`src/rtl/irq_res_pkg.sv`:
```
package irq_res_pkg;
  typedef struct packed {
    logic hi;
    logic lo;
  } svc_state_t;
endpackage

```
`src/rtl/irq_lvl_pick.sv`:
```
module irq_lvl_pick #(
  parameter int N_SRC = 8,
  localparam int IDX_W = $clog2(N_SRC)
) (
  input  logic [N_SRC-1:0] mask,
  output logic             any,
  output logic [IDX_W-1:0] idx
);
  always_comb begin
    idx = '0;
    for (int i = N_SRC - 1; i >= 0; i--) begin
      if (mask[i]) idx = IDX_W'(i);
    end
  end
  assign any = |mask;
endmodule

```
`src/rtl/irq_vec_enc.sv`:
```
module irq_vec_enc #(
  parameter int N_SRC      = 8,
  parameter int VEC_W      = 8,
  parameter int VEC_BASE   = 3,
  parameter int VEC_STRIDE = 8,
  localparam int IDX_W = $clog2(N_SRC)
) (
  input  logic [IDX_W-1:0] idx,
  output logic [VEC_W-1:0] vec
);
  always_comb vec = VEC_W'(VEC_BASE + VEC_STRIDE * int'(idx));
endmodule

```
`src/rtl/irq_nest_state.sv`:
```
module irq_nest_state
  import irq_res_pkg::*;
(
  input  logic       clk,
  input  logic       rst_n,
  input  logic       take,
  input  logic       take_hi,
  input  logic       reti,
  output svc_state_t st
);
  svc_state_t st_q, st_d;

  always_comb begin
    st_d = st_q;
    if (reti) begin
      if (st_q.hi) st_d.hi = 1'b0;
      else         st_d.lo = 1'b0;
    end else if (take) begin
      if (take_hi) st_d.hi = 1'b1;
      else         st_d.lo = 1'b1;
    end
  end

  always_ff @(posedge clk or negedge rst_n) begin
    if (!rst_n) st_q <= '0;
    else        st_q <= st_d;
  end

  assign st = st_q;


  reti_pop_hi_chk: assert property (@(posedge clk) disable iff (!rst_n)
    reti && st_q.hi |=> !st_q.hi && (st_q.lo == $past(st_q.lo)));

  reti_pop_lo_chk: assert property (@(posedge clk) disable iff (!rst_n)
    reti && !st_q.hi |=> !st_q.lo && !st_q.hi);

  take_hi_chk: assert property (@(posedge clk) disable iff (!rst_n)
    take && take_hi && !reti |=> st_q.hi && (st_q.lo == $past(st_q.lo)));
endmodule

```
`src/rtl/irq_prio_resolver.sv`:
```
module irq_prio_resolver
  import irq_res_pkg::*;
#(
  parameter int N_SRC      = 8,
  parameter int VEC_W      = 8,
  parameter int VEC_BASE   = 3,
  parameter int VEC_STRIDE = 8,
  localparam int IDX_W = $clog2(N_SRC)
) (
  input  logic             clk,
  input  logic             rst_n,
  input  logic [N_SRC-1:0] irq_req,
  input  logic [N_SRC-1:0] irq_hi,
  input  logic             glb_en,
  input  logic             reti_pulse,
  input  logic             grant_ready,
  output logic             grant_valid,
  output logic [IDX_W-1:0] grant_idx,
  output logic [VEC_W-1:0] grant_vec,
  output logic             svc_hi,
  output logic             svc_lo
);
  svc_state_t st;
  logic [N_SRC-1:0] elig;
  logic [N_SRC-1:0] lvl_mask [2];
  logic [1:0]       lvl_any;
  logic [IDX_W-1:0] lvl_idx  [2];
  logic             take;

  // Eligibility: enable, no return this cycle, nesting filter.
  always_comb begin
    if (!glb_en || reti_pulse || st.hi) elig = '0;
    else if (st.lo)                     elig = irq_req & irq_hi;
    else                                elig = irq_req;
  end

  assign lvl_mask[0] = elig & irq_hi;
  assign lvl_mask[1] = elig & ~irq_hi;

  for (genvar g = 0; g < 2; g++) begin : g_lvl
    irq_lvl_pick #(.N_SRC(N_SRC)) pick_i (
      .mask (lvl_mask[g]),
      .any  (lvl_any[g]),
      .idx  (lvl_idx[g])
    );
  end

  assign grant_valid = |lvl_any;
  assign grant_idx   = lvl_any[0] ? lvl_idx[0] : lvl_idx[1];
  assign take        = grant_valid && grant_ready;

  irq_vec_enc #(
    .N_SRC(N_SRC), .VEC_W(VEC_W), .VEC_BASE(VEC_BASE), .VEC_STRIDE(VEC_STRIDE)
  ) enc_i (
    .idx (grant_idx),
    .vec (grant_vec)
  );

  irq_nest_state nest_i (
    .clk     (clk),
    .rst_n   (rst_n),
    .take    (take),
    .take_hi (lvl_any[0]),
    .reti    (reti_pulse),
    .st      (st)
  );

  assign svc_hi = st.hi;
  assign svc_lo = st.lo;


  en_gate_chk: assert property (@(posedge clk) disable iff (!rst_n)
    !glb_en |-> !grant_valid);

  hi_block_chk: assert property (@(posedge clk) disable iff (!rst_n)
    svc_hi |-> !grant_valid);

  lo_preempt_chk: assert property (@(posedge clk) disable iff (!rst_n)
    svc_lo && grant_valid |-> irq_hi[grant_idx]);

  hi_wins_chk: assert property (@(posedge clk) disable iff (!rst_n)
    grant_valid && !irq_hi[grant_idx] |-> (irq_req & irq_hi) == '0);

  reti_block_chk: assert property (@(posedge clk) disable iff (!rst_n)
    reti_pulse |-> !grant_valid);

  hold_chk: assert property (@(posedge clk) disable iff (!rst_n)
    !grant_ready && !reti_pulse |=> $stable(svc_hi) && $stable(svc_lo));

  req_gate_chk: assert property (@(posedge clk) disable iff (!rst_n)
    grant_valid |-> irq_req[grant_idx]);
endmodule

```
`config.mk`:
```
export PLATFORM = sky130hd
export DESIGN_NAME = irq_prio_resolver
export DESIGN_NICKNAME = d
export VERILOG_FILES = /design/src/rtl/irq_res_pkg.sv /design/src/rtl/irq_lvl_pick.sv /design/src/rtl/irq_vec_enc.sv /design/src/rtl/irq_nest_state.sv /design/src/rtl/irq_prio_resolver.sv
export SDC_FILE = /design/constraint.sdc
export NUM_CORES = 1
export LEC_CHECK = 0
export BUFFER_PORTS_ARGS = -buffer_cell sky130_fd_sc_hd__buf_2
export CAP_MARGIN = 40
export CORE_AREA = 5 5 42 44
export DETAILED_ROUTE_END_ITERATION = 8
export DIE_AREA = 0 0 47 49
export PLACE_DENSITY = 0.81
export SYNTH_ARGS = -nofsm -noshare
export SYNTH_HDL_FRONTEND = slang
export SYNTH_SLANG_ARGS = --single-unit
```
`constraint.sdc`:
```
create_clock -name clk -period 1.7 [get_ports clk]
set_input_delay 0.085 -clock clk [delete_from_list [all_inputs] [get_ports clk]]
set_output_delay 0.085 -clock clk [all_outputs]
set_load 0.01 [all_outputs]
```
# [After elaboration in Yosys (flattened, before gate mapping)]
# Cells that the tools add are included.
[totals] regBits=2 wordCells=43
[op_classes] add_sub_neg=1 n_eq_ne=2 mux=24 bitwise_logic=4 n_reduce_logical=10
[op_table] operator="3-bit 2-to-1 mux" count=17
[op_table] operator="8-bit bitwise AND" count=3
[op_table] operator="8-bit 2-to-1 mux" count=2
[op_table] operator="16-bit OR reduction" count=1
[op_table] operator="8-bit inverter" count=1
[op_table] operator="8-bit OR reduction" count=1
[op_table] operator="2-bit by 6-bit adder with 7-bit output (first input constant)" count=1
[op_table] operator="2-bit 2-to-1 mux" count=2
[op_table] operator="2-bit != test (second input constant)" count=2
[op_table] operator="2-bit nonzero test" count=2
[op_table] operator="1-bit 2-to-1 mux" count=3
[op_table] operator="3-bit AND reduction" count=1
[op_table] operator="1-bit logical OR" count=2
[op_table] operator="2-bit AND reduction" count=1
[op_table] operator="1-bit logical AND" count=1
[op_table] operator="1-bit zero test" count=1

# [Longest topological paths before layout]
# Gate-level depths: netlist (run 1).
[logic_depth] ltp_word=15 mapped_depth=6 ltp_nobuf=5

# [Modules after synthesis]
# Synthesis (run 1) repeated with hierarchy kept, for this count alone.
[hier_totals] hier_cells=67 hier_area_um2=539.3
[by_module_without_submodules] module="irq_prio_resolver" n_inst=1 cells_each=24 area_per_inst_um2=225.2 seq_area_each_um2=0.0
[by_module_without_submodules] module="irq_lvl_pick" n_inst=2 cells_each=13 area_per_inst_um2=81.3 seq_area_each_um2=0.0
[by_module_without_submodules] module="irq_nest_state" n_inst=1 cells_each=7 area_per_inst_um2=83.8 seq_area_each_um2=50.0
[by_module_without_submodules] module="irq_vec_enc" n_inst=1 cells_each=10 area_per_inst_um2=67.6 seq_area_each_um2=0.0

# [Worst setup path before layout (run 1)]
# Ideal clock, no wire load.
[synth_path] path_kind="reg2out" from="register nest_i.st_q (netlist bit nest_i.st[1])" to="output port grant_vec[3]" t_arrival_ns=1.608 t_required_ns=1.615 slack_ns=0.007 stages_incl_launch_ff=6 n_path_buf=1 cell_sequence="dfrtp_1 > nor3b_2 > nand2_1 > a311oi_1 > a2bb2oi_1 > buf_4"
[synth_between] elab_chain_len=13 elab_cells_between_ends=23 cone_classes="add/sub: 1; mux: 18; bitwise: 2; reduce/logical: 2"
[synth_rtl] element="start: declaration" line="irq_nest_state.sv:11" source="svc_state_t st_q, st_d;"
[synth_rtl] element="start signal: assignment" line="irq_nest_state.sv:26" source="else st_q <= st_d;"
[synth_rtl] element="1-bit logical OR (*)" line="irq_prio_resolver.sv:32" source="if (!glb_en || reti_pulse || st.hi) elig = '0;"
[synth_rtl] element="8-bit 2-to-1 mux (*)" line="irq_prio_resolver.sv:32"
[synth_rtl] element="8-bit bitwise AND, on equally long branches" line="irq_prio_resolver.sv:38, irq_prio_resolver.sv:37"
[synth_rtl] element="3-bit 2-to-1 mux (8 in a row)" line="irq_lvl_pick.sv:12" source="if (mask[i]) idx = IDX_W'(i);"
[synth_rtl] element="3-bit 2-to-1 mux (*)" line="irq_prio_resolver.sv:49" source="assign grant_idx = lvl_any[0] ? lvl_idx[0] : lvl_idx[1];"
[synth_rtl] element="net grant_idx[0]" line="irq_prio_resolver.sv:18" source="output logic [IDX_W-1:0] grant_idx,"
[synth_rtl] element="2-bit by 6-bit adder with 7-bit output (*)" line="irq_vec_enc.sv:11" source="always_comb vec = VEC_W'(VEC_BASE + VEC_STRIDE * int'(idx));"
[synth_rtl] element="end: declaration" line="irq_prio_resolver.sv:19" source="output logic [VEC_W-1:0] grant_vec,"
# The timed path passes the listed nets; every way through them passes the cells marked *.

# [Final worst setup path (run 1)]
[layout_path] from="register nest_i.st_q (netlist bit nest_i.st[1])" to="output port grant_idx[0]"
[layout_between] elab_chain_len=12 elab_cells_between_ends=22 cone_classes="mux: 18; bitwise: 2; reduce/logical: 2"
[layout_rtl] element="1-bit logical OR (*)" line="irq_prio_resolver.sv:32"
[layout_rtl] element="8-bit 2-to-1 mux (*)" line="irq_prio_resolver.sv:32"
[layout_rtl] element="8-bit bitwise AND, on equally long branches" line="irq_prio_resolver.sv:38, irq_prio_resolver.sv:37"
[layout_rtl] element="3-bit 2-to-1 mux (8 in a row)" line="irq_lvl_pick.sv:12"
[layout_rtl] element="3-bit 2-to-1 mux (*)" line="irq_prio_resolver.sv:49"
[layout_rtl] element="end: declaration" line="irq_prio_resolver.sv:18"
# Every way passes the cells marked *; elsewhere a longest branch is shown, timed or not.

==> impl_results.md, run 1 <==
- Fmax: between 0.6 and 0.7 GHz
- Tcrit/Tclk final: 0.948
- Sequential cell area fraction in the yosys report: 0.109
- Hold Crit Class: primary input to flip-flop
- Io pins: 35
- Root Buffer: clkbuf_4
- Synthesized-area fraction occupied by adder cells: 0
- Clock Latency Late Sink: 0.23 ns
- Critical path data required time: 1.62 ns
- Crit path kind: flip-flop to output pin
- Number of flip-flops in the largest register: 2
- CP max stage cell: dfrtp_1
- RePlAce Congestion: 0.773
- Critical Path AT: 1.53 ns
- Grt total ovfl: 0
- Skew final: 0.00127 ns
- Slowest stage delay, CP: 0.40 ns
- Netlist Area Pre-Place: approximately 460 um^2
- # DRC: 0
- Setup crit end kind: output pin
- Hold Slack: 0.0938 ns
- Status: finished, final reports clean
- MaxCap Viol Count: 0
- Post-synthesis mux area share: 0
- Static Leak: 0.341 nW
- Cell row count: 14
- Tmin final: around 1.6 ns
- Crit-path cells: nor3b_4, nand2_1, a21oi_1, a2bb2oi_2, buf_2
- Finished Core Util: 0.469
- Die W: 47 um
- Area grow syn2layout: 43.4%
- Synthesis Warnings: 0
- # setup viols final: 0
- WL per Instance: 11.9 um
- Hold violation count in the final report: 0
- Hpwl dp: 1.15 mm
- Total number of vias: 583
- Area after DPL: between 500 and 600 um^2
- Worst ir drop on vdd: 0.196 mV
- Startpoint types: flip-flop
- CTS tree: done
- Clk buf depth: 2
- Final Max Slew Viols: 0
- Initial antenna violation count: 0
- Post-Syn Instances: 68
- First-pass GRT wire length: around 1.9 mm
- CTS Sinks: 2
- Port-buffer cells: 29
- Die ar.: 0.00230 mm^2
- Total chip power: between 0.0003 and 0.0004 W
- Post-Synth XOR/XNOR Area: 0.0191
- RSZ-0062 raised after global routing: true
- Starting Density: 0.327
- Worst-path maximum fanout: 4
- Die height: 49 um
- Average vias per placed instance: roughly 5.1
- CTS clk-pin slew, worst paths: 0.03 ns
- Final ANT Viol Nets: 0
- Compound-Gate Fraction of Synth Area: 0.339
- Syn avg cell area: between 6 and 7 um^2
- Post-synth cell types: 26
- Largest net degree at the start of global routing: 6
- Detailed Route Iter0 Violations: 7
- Yosys reg bits: 2
- Share of cells above drive strength 1: 0.434
- Num CTS Buffers: 3
- Finished Cell Area: 657 um^2
- GRT Util Overall: 0.111
- Final nets: 122
- Detailed Route WL: 1.37 mm
- Post-Synth Simple-Gate Area: 0.344
- TritonRoute pass-1 iters: 4
- ANT cells: 0
- Htree depth: 1
- Number of global-route vias before repair: 532
- Cell Pwr Density: 481 mW/mm^2
- Final setup TNS: 0 ns
- Largest family of logic cells by synthesized area: simple AND/OR/NAND/NOR gates
- Core Region: 0.00140 mm^2
## synthesized netlist by cell type
cell type,n,share of area
a32o_1,1,0.022
nor2b_1,4,0.055
nor2_1,5,0.041
buf_4,8,0.13
a2bb2oi_1,1,0.019
a311oi_1,1,0.019
or3b_1,1,0.019
nand2b_1,2,0.027
a21oi_1,6,0.066
a22oi_1,5,0.082
o31ai_1,1,0.016
conb_1,2,0.016
nand3_1,1,0.011
a32oi_1,2,0.038
dfrtp_1,2,0.11
nor3b_2,1,0.027
inv_1,5,0.041
o21ai_0,4,0.044
xor2_1,1,0.019
nor3b_1,1,0.016
and2b_1,1,0.016
a31oi_1,1,0.014
nand2_1,9,0.074
nor2b_4,1,0.030
nand4_2,1,0.027
o2111ai_1,1,0.019
## worst paths after layout
check	end	startpoint	cells past startpoint	slack, ns
setup / recovery	grant_idx[0]	nest_i.st[1]	5	0.09
hold / removal	nest_i.st[1]	reti_pulse	2	0.09
setup reg to reg	nest_i.st[0]	nest_i.st[1]	5	0.42
hold reg to reg	nest_i.st[0]	nest_i.st[0]	2	0.57
max in group asynchronous	nest_i.st[0]	rst_n	2	1.41
min in group asynchronous	nest_i.st[1]	rst_n	2	0.19
## layer usage
layer / wire length, um / GRT usage
met4: 27 / 0.0783
met5: 0 / 0
met3: 100 / 0.00738
met1: 513 / 0.108
met2: 731 / 0.204
## stage by stage
step                      setup slack, ns  instances
after floorplan                   0.00736         71
after global placement              0.236        109
after detailed placement            0.178        109
after CTS                          0.0128        115
after global routing              -0.0233        115
final                              0.0890        115
## layout make-up
| type | count | area (um^2) |
|---|---|---|
| fillers | 145 | 744 |
| multi-input cells | 56 | 368 |
| repair buffers | 33 | 178 |
| flip-flops and latches | 2 | 50.0 |
| clock buffers | 3 | 22.5 |
| well taps | 16 | 20.0 |
| inverters | 5 | 18.8 |
## worst max-delay path, delay by kind of cell, from the launching register on
| kind | cells | cell delay, ns |
|---|---|---|
| DFF | 1 | 0.40 |
| and+or+nand+nor | 2 | 0.40 |
| AOI/OAI and AO/OA | 2 | 0.36 |
| buffers and inverters | 1 | 0.14 |
## power by group
part           total [W]  internal (W)  switching [W]
Clock           0.000106     0.0000779      0.0000280
Combinational   0.000158     0.0000695      0.0000884
Sequential     0.0000522     0.0000502     0.00000200
## what timing repair did
action,CTS,global route
pin swaps,2,2
hold buffers,1,0
endpoints found under the setup margin,6,6
setup buffers,2,0
cloned,0,0
hold endpoints to repair,2,0
resized for setup,1,5
## cells by family after synthesis
family	count (synthesis)
DFF	2
and+or+nand+nor	27
other	2
buffers and inverters	13
AOI/OAI and AO/OA	23
xor gates and xnor gates	1
## placed cells by master (no fill, tap or decap), drive strengths merged
master / count
a32o: 1
nand3: 1
nand2: 9
o21ai: 4
and2b: 1
nor3b: 2
nor2: 5
a311oi: 1
o31ai: 1
dfrtp: 2
a31oi: 1
buf: 32
xor2: 1
a32oi: 2
nor2b: 5
a22oi: 5
a2bb2oi: 1
nand4: 1
o2111ai: 1
inv: 5
or3b: 1
dlygate4sd3: 1
nand2b: 2
conb: 5
a21oi: 6
clkbuf: 3
No activity file was read; power rests on OpenSTA's default activity.
==> run 2, diff against run 1 <==
--- a/config.mk
+++ b/config.mk
@@ -11,6 +11,7 @@
 export DETAILED_ROUTE_END_ITERATION = 8
 export DIE_AREA = 0 0 47 49
 export PLACE_DENSITY = 0.81
+export SETUP_SLACK_MARGIN = 0.4
 export SYNTH_ARGS = -nofsm -noshare
 export SYNTH_HDL_FRONTEND = slang
 export SYNTH_SLANG_ARGS = --single-unit
==> impl_results.md, run 2 (synthesis results as in run 1) <==
- CTS tree: done
- Total number of vias: 607 (+4.1%)
- Htree depth: 1 (unchanged)
- Clock Latency Late Sink: 0.24 ns (about the same)
- RSZ-0062 raised after global routing: true
- Fmax: 0.595 GHz (-4.2%)
- Most common cell after layout, fill and taps aside: buf_2
- CTS Sinks: 2 (unchanged)
- Static Leak: 0.344 nW (+0.83%)
- Crit. path cell count: 5 (unchanged)
- Slowest stage delay, CP: 0.41 ns (about the same)
- Most frequent cells in the layout: buf_2, nand2_1, inv_1, conb_1
- Number of global-route vias before repair: 594 (+12%)
- Skew final: 0.0157 ns (+0.0144 ns)
- WL per Instance: 12.3 um (+3.3%)
- Cell Pwr Density: 503 mW/mm^2 (+4.5%)
- Root Buffer: clkbuf_4
- Worst-path maximum fanout: 4 (unchanged)
- Number of flip-flops in the largest register: 2 (unchanged)
- CP max stage cell: dfrtp_2
- Final nets: 122 (unchanged)
- Buf/Inv on CP: 1 (unchanged)
- Tmin final: 1.68 ns (+0.0706 ns)
- Worst reg2reg path depth: 4 (-1)
- RePlAce Congestion: 0.843 (+9.0%)
- Detailed Route Iter0 Violations: 6 (-1)
- TritonRoute pass-1 iters: 4 (unchanged)
- CTS clk-pin slew, worst paths: 0.04 ns (about the same)
- Hold Slack: 0.0664 ns (-0.0273 ns)
- Die ar.: 0.00230 mm^2 (unchanged)
- Crit-path cells: nor3b_4, nand2_2, a311oi_2, a2bb2oi_2, buf_2
- Final ANT Viol Nets: 0 (unchanged)
- Hold violation count in the final report: 0 (unchanged)
- Cell row count: 14 (unchanged)
- Total chip power: 0.000347 W (+9.7%)
- Area after DPL: 609 um^2 (+4.7%)
- Setup crit end kind: output pin
- MaxCap Viol Count: 0 (unchanged)
- Largest net degree at the start of global routing: 6 (unchanged)
- First-pass GRT wire length: 2.39 mm (+23%)
- Average vias per placed instance: 5.23 (+3.2%)
- Detailed Route WL: 1.43 mm (+4.2%)
- Worst ir drop on vdd: 0.409 mV (+110%)
- Die W: 47 um (unchanged)
- Hpwl dp: 1.11 mm (-2.8%)
- Grt total ovfl: 0 (unchanged)
- Io pins: 35 (unchanged)
- Port-buffer cells: 29 (unchanged)
- Finished Layout Cells: 116 (+0.87%)
- GRT Util Overall: 0.136 (+0.0246)
- Starting Density: 0.327 (unchanged)
- Status: finished, final reports clean
- Critical path data required time: 1.62 ns (about the same)
- Internal reg-to-reg setup slack: 0.41 ns (about the same)
- Initial antenna violation count: 0 (unchanged)
- Area grow syn2layout: 50.5%
- Tcrit/Tclk final: 0.989 (+0.0415)
- # setup viols final: 0 (unchanged)
- Crit path kind: flip-flop to output pin
- ANT cells: 0 (unchanged)
- Die height: 49 um (unchanged)
- Finished Core Util: 0.492 (+0.0232)
- Critical Path AT: 1.60 ns (+0.07 ns)
- Startpoint types: flip-flop
- Finished Cell Area: 689 um^2 (+5.0%)
- Clk buf depth: 2 (unchanged)
- Final Max Slew Viols: 0 (unchanged)
- # DRC: 0 (unchanged)
- Worst path top cell family by delay: simple AND/OR/NAND/NOR gates
- Hold path depth: 2 (unchanged)
- Core Region: 0.00140 mm^2 (unchanged)
- Share of cells above drive strength 1: 0.490 (+0.0557)
- Hold Crit Class: primary input to flip-flop
- Inst Count DP: 109 (unchanged)
- Num CTS Buffers: 3 (unchanged)
run 2: path summary, 6_finish.rpt:
check | from | end
setup / recovery | nest_i.st[1] | grant_vec[3]
hold / removal | reti_pulse | nest_i.st[1]
setup reg to reg | nest_i.st[1] | nest_i.st[0]
hold reg to reg | nest_i.st[0] | nest_i.st[0]
max in group asynchronous | rst_n | nest_i.st[0]
min in group asynchronous | rst_n | nest_i.st[1]
run 2: area by class of cell:
| type | count | area, um^2 |
|---|---|---|
| sequential | 2 | 51.3 |
| timing repair buffer | 33 | 178 |
| clock buffer | 4 | 26.3 |
| fill | 139 | 712 |
| multi-input combinational | 56 | 395 |
| inverter | 5 | 18.8 |
| tap | 16 | 20.0 |
run 2: power by group:
part	total (W)	internal, W	leakage (nW)	switching [W]
clock network	0.000124	0.0000877	0.0150	0.0000367
logic	0.000170	0.0000734	0.303	0.0000967
registers	0.0000521	0.0000503	0.0258	0.00000173
run 2: repair_timing:
item | CTS | global route
hold buffers | 1 | 0
endpoints found under the setup margin | 7 | 8
endpoints found under the hold margin | 2 | 0
setup buffers | 1 | 1
pin swaps | 2 | 2
gates resized for setup | 3 | 5
run 2: per-stage QoR:
step	TNS, ns	setup WS (ns)
final	0	0.0185
after global routing	-0.325	-0.0857
after CTS	0	0.0656
after detailed placement	0	0.237
after global placement	0	0.281
after floorplan	0	0.128
run 2: layer usage:
layer / vias to the layer above / part of all wire / track usage
met2: 29 / 0.50 / 0.219
met3: 2 / 0.097 / 0.0517
li1: 296 / - / -
met5: - / 0 / 0
met4: 0 / 0.0098 / 0.0599
met1: 280 / 0.39 / 0.151
==> run 3, diff against run 2 <==
--- a/config.mk
+++ b/config.mk
@@ -5,13 +5,14 @@
 export SDC_FILE = /design/constraint.sdc
 export NUM_CORES = 1
 export LEC_CHECK = 0
+export ABC_AREA = 1
 export BUFFER_PORTS_ARGS = -buffer_cell sky130_fd_sc_hd__buf_2
 export CAP_MARGIN = 40
-export CORE_AREA = 5 5 42 44
+export CORE_MARGIN = 5
+export CORE_UTILIZATION = 40
 export DETAILED_ROUTE_END_ITERATION = 8
-export DIE_AREA = 0 0 47 49
-export PLACE_DENSITY = 0.81
-export SETUP_SLACK_MARGIN = 0.4
+export PLACE_DENSITY = 0.87
+export SLEW_MARGIN = 20
 export SYNTH_ARGS = -nofsm -noshare
 export SYNTH_HDL_FRONTEND = slang
 export SYNTH_SLANG_ARGS = --single-unit
==> impl_results.md, run 3 <==
- Fmax: 0.579 GHz (-2.7%)
- ANT cells: 0 (unchanged)
- CTS tree: done
- Hold Crit Class: primary input to flip-flop
- WL per Instance: 11.2 um (-9.4%)
- Hpwl dp: 1.16 mm (+4.1%)
- Hold path depth: 2 (unchanged)
- Worst reg2reg path depth: 9 (+5)
- Starting Density: 0.416 (+0.0890)
- Crit-path cells: nor2_4, buf_4, nand3_2, nand2_1, nor2_2, nand3_2, nor2_2, nand3_1, nand2_1, buf_2
- Ys flop type: dfrtp_1
- Most frequent cells in the layout: nand2_1, buf_2, nand3_1
- Detailed Route WL: 1.63 mm (+14%)
- Finished Layout Cells: 146 (+26%)
- Cell Pwr Density: 597 mW/mm^2 (+19%)
- Most common cell after layout, fill and taps aside: nand2_1
- Largest net degree at the start of global routing: 9 (+3)
- Post-synthesis mux area share: 0 (unchanged)
- Status: finished, violations left
- Clk buf depth: 2 (unchanged)
- Number of flip-flops in the largest register: 2 (unchanged)
- Clock Latency Late Sink: 0.22 ns (-0.02 ns)
- Fill count: 143 (+2.9%)
- Setup ws final: -0.0283 ns (-0.0468 ns)
- Startpoint types: flip-flop
- Asr flop ratio synth: 1.00 (unchanged)
- Syn avg cell area: 5.45 um^2 (-19%)
- Post-Synth Simple-Gate Area: 0.602 (+0.258)
- RePlAce Congestion: 0.823 (-2.5%)
- Static Leak: 0.484 nW (+41%)
- Die W: 46.5 um (-0.97%)
- # DRC: 0 (unchanged)
- Seq. cell area: 51.3 um^2 (unchanged)
- Core Region: 0.00128 mm^2 (-8.3%)
- EDFF count, synth: 0 (unchanged)
- Share of cells above drive strength 1: 0.443 (-0.0473)
- Total number of vias: 711 (+17%)
- Crit path kind: flip-flop to output pin
- Worst-path maximum fanout: 5 (+1)
- Skew final: 0.00396 ns (-0.0117 ns)
- Post-Syn Instances: 98 (+44%)
- TritonRoute pass-1 iters: 4 (unchanged)
- Sequential cell area fraction in the yosys report: 0.0937 (-0.0156)
- # setup viols final: 4 (+4)
- Failing checks: negative setup slack
- CP max stage cell: dfrtp_1
- Grt total ovfl: 0 (unchanged)
- Post-synth cell types: 17 (-35%)
- RSZ-0062 raised after global routing: true
- Htree depth: 1 (unchanged)
- Synth cell count leaders: nand2_1, nand3_1, nor2_1
- Yosys reg bits: 2 (unchanged)
- Most common cell in the netlist: nand2_1
- MaxCap Viol Count: 0 (unchanged)
- Synth area leader: nand2_1
- Post-Synth XOR/XNOR Area: 0 (-0.0191)
- Die ar.: 0.00217 mm^2 (-5.9%)
- Slowest stage delay, CP: 0.37 ns (-0.04 ns)
- Compound-Gate Fraction of Synth Area: 0.0726 (-0.266)
- Port-buffer cells: 29 (unchanged)
- Tmin final: 1.73 ns (+0.0468 ns)
- GRT Util Overall: 0.157 (+0.0210)
- Final Max Slew Viols: 0 (unchanged)
- Critical path data required time: 1.62 ns (about the same)
- Netlist Area Pre-Place: 534 um^2 (+17%)
- Top cells by area, synth: nand2_1, nand3_1, buf_4
- Tcrit/Tclk final: 1.02 (+0.0275)
- Hold violation count in the final report: 0 (unchanged)
- Critical Path AT: 1.64 ns (+0.04 ns)
- CTS Sinks: 2 (unchanged)
- Synthesized-area fraction occupied by adder cells: 0 (unchanged)
- Io pins: 35 (unchanged)
- Worst ir drop on vdd: 0.355 mV (-13%)
- Num CTS Buffers: 3 (unchanged)
- Synthesis Warnings: 0 (unchanged)
- Dpl ws: 0.0271 ns (-0.210 ns)
- Final ANT Viol Nets: 0 (unchanged)
- Yosys top cell area share: 0.225 (+0.0937)
- Setup crit end kind: output pin
- CTS clk-pin slew, worst paths: 0.03 ns (about the same)
- Cell row count: 13 (-1)
- First-pass GRT wire length: 2.46 mm (+2.9%)
- Root Buffer: clkbuf_4
- Final setup TNS: -0.0793 ns (-0.0793 ns)
- Die height: 46.5 um (-5.0%)
- Area grow syn2layout: 41.0%
- Detailed Route Iter0 Violations: 14 (+8)
- Largest family of logic cells by synthesized area: simple AND/OR/NAND/NOR gates
- Average vias per placed instance: 4.87 (-6.9%)
- Initial antenna violation count: 0 (unchanged)
- Inst Count DP: 135 (+24%)
- Final nets: 154 (+26%)
- Multi-input gate area: 408 um^2 (+3.2%)
- Number of global-route vias before repair: 640 (+7.7%)
-- run 3: worst paths after layout --
path / startpoint / end / slack (ns)
worst min-delay path: reti_pulse / nest_i.st[1] / 0.04
worst max-delay path: nest_i.st[1] / grant_vec[4] / -0.03
worst min register to register: nest_i.st[1] / nest_i.st[1] / 0.66
worst max register to register: nest_i.st[0] / nest_i.st[0] / 0.30
min in group asynchronous: rst_n / nest_i.st[1] / 0.19
max in group asynchronous: rst_n / nest_i.st[0] / 1.40
-- run 3: cell type report --
class / instances / area share
multi-input combinational: 80 / 0.542
timing repair buffer: 37 / 0.291
sequential: 2 / 0.0681
inverter: 9 / 0.0449
clock buffer: 3 / 0.0299
tap: 15 / 0.0249
-- run 3: routing by layer --
layer,GRT usage,vias to the layer above,wire [um]
met5,0,-,0
met4,0.0625,0,29
met3,0.0234,2,134
met2,0.291,33,847
met1,0.174,311,620
li1,-,365,-
-- run 3: critical path, delay by kind of cell, from the launching register on --
family,cells,cell delay (ns)
AND/OR/NAND/NOR,8,0.77
buffers and inverters,2,0.27
flip-flops,1,0.37
-- run 3: power by group --
| part | internal [W] | switching (W) | leakage (nW) |
|---|---|---|---|
| registers | 0.0000562 | 0.0000119 | 0.0251 |
| clock network | 0.0000777 | 0.0000249 | 0.0138 |
| logic | 0.000125 | 0.000154 | 0.445 |
| total | 0.000259 | 0.000191 | 0.484 |
-- run 3: logic make-up after synthesis --
group,after synthesis
compound gates,5
buf+inv,19
other cells,2
flops,2
simple gates,70
-- run 3: what timing repair did --
item / in CTS / in global routing
pin swaps: 11 / 2
setup buffers: 8 / 0
hold endpoints to repair: 2 / 0
gates resized for setup: 8 / 6
hold buffers: 1 / 0
setup endpoints to repair: 7 / 7
-- run 3: per-stage QoR --
stage	util	hold WS [ns]	total power, W	instance area, um^2
after detailed placement	0.488	-0.127	0.000288	627
after global placement	0.488	-0.128	0.000283	627
after CTS	0.571	0.0353	0.000442	733
after floorplan	-	-0.211	0.000242	546
after global routing	0.586	0.0447	0.000491	753
final	0.586	0.0393	0.000450	753
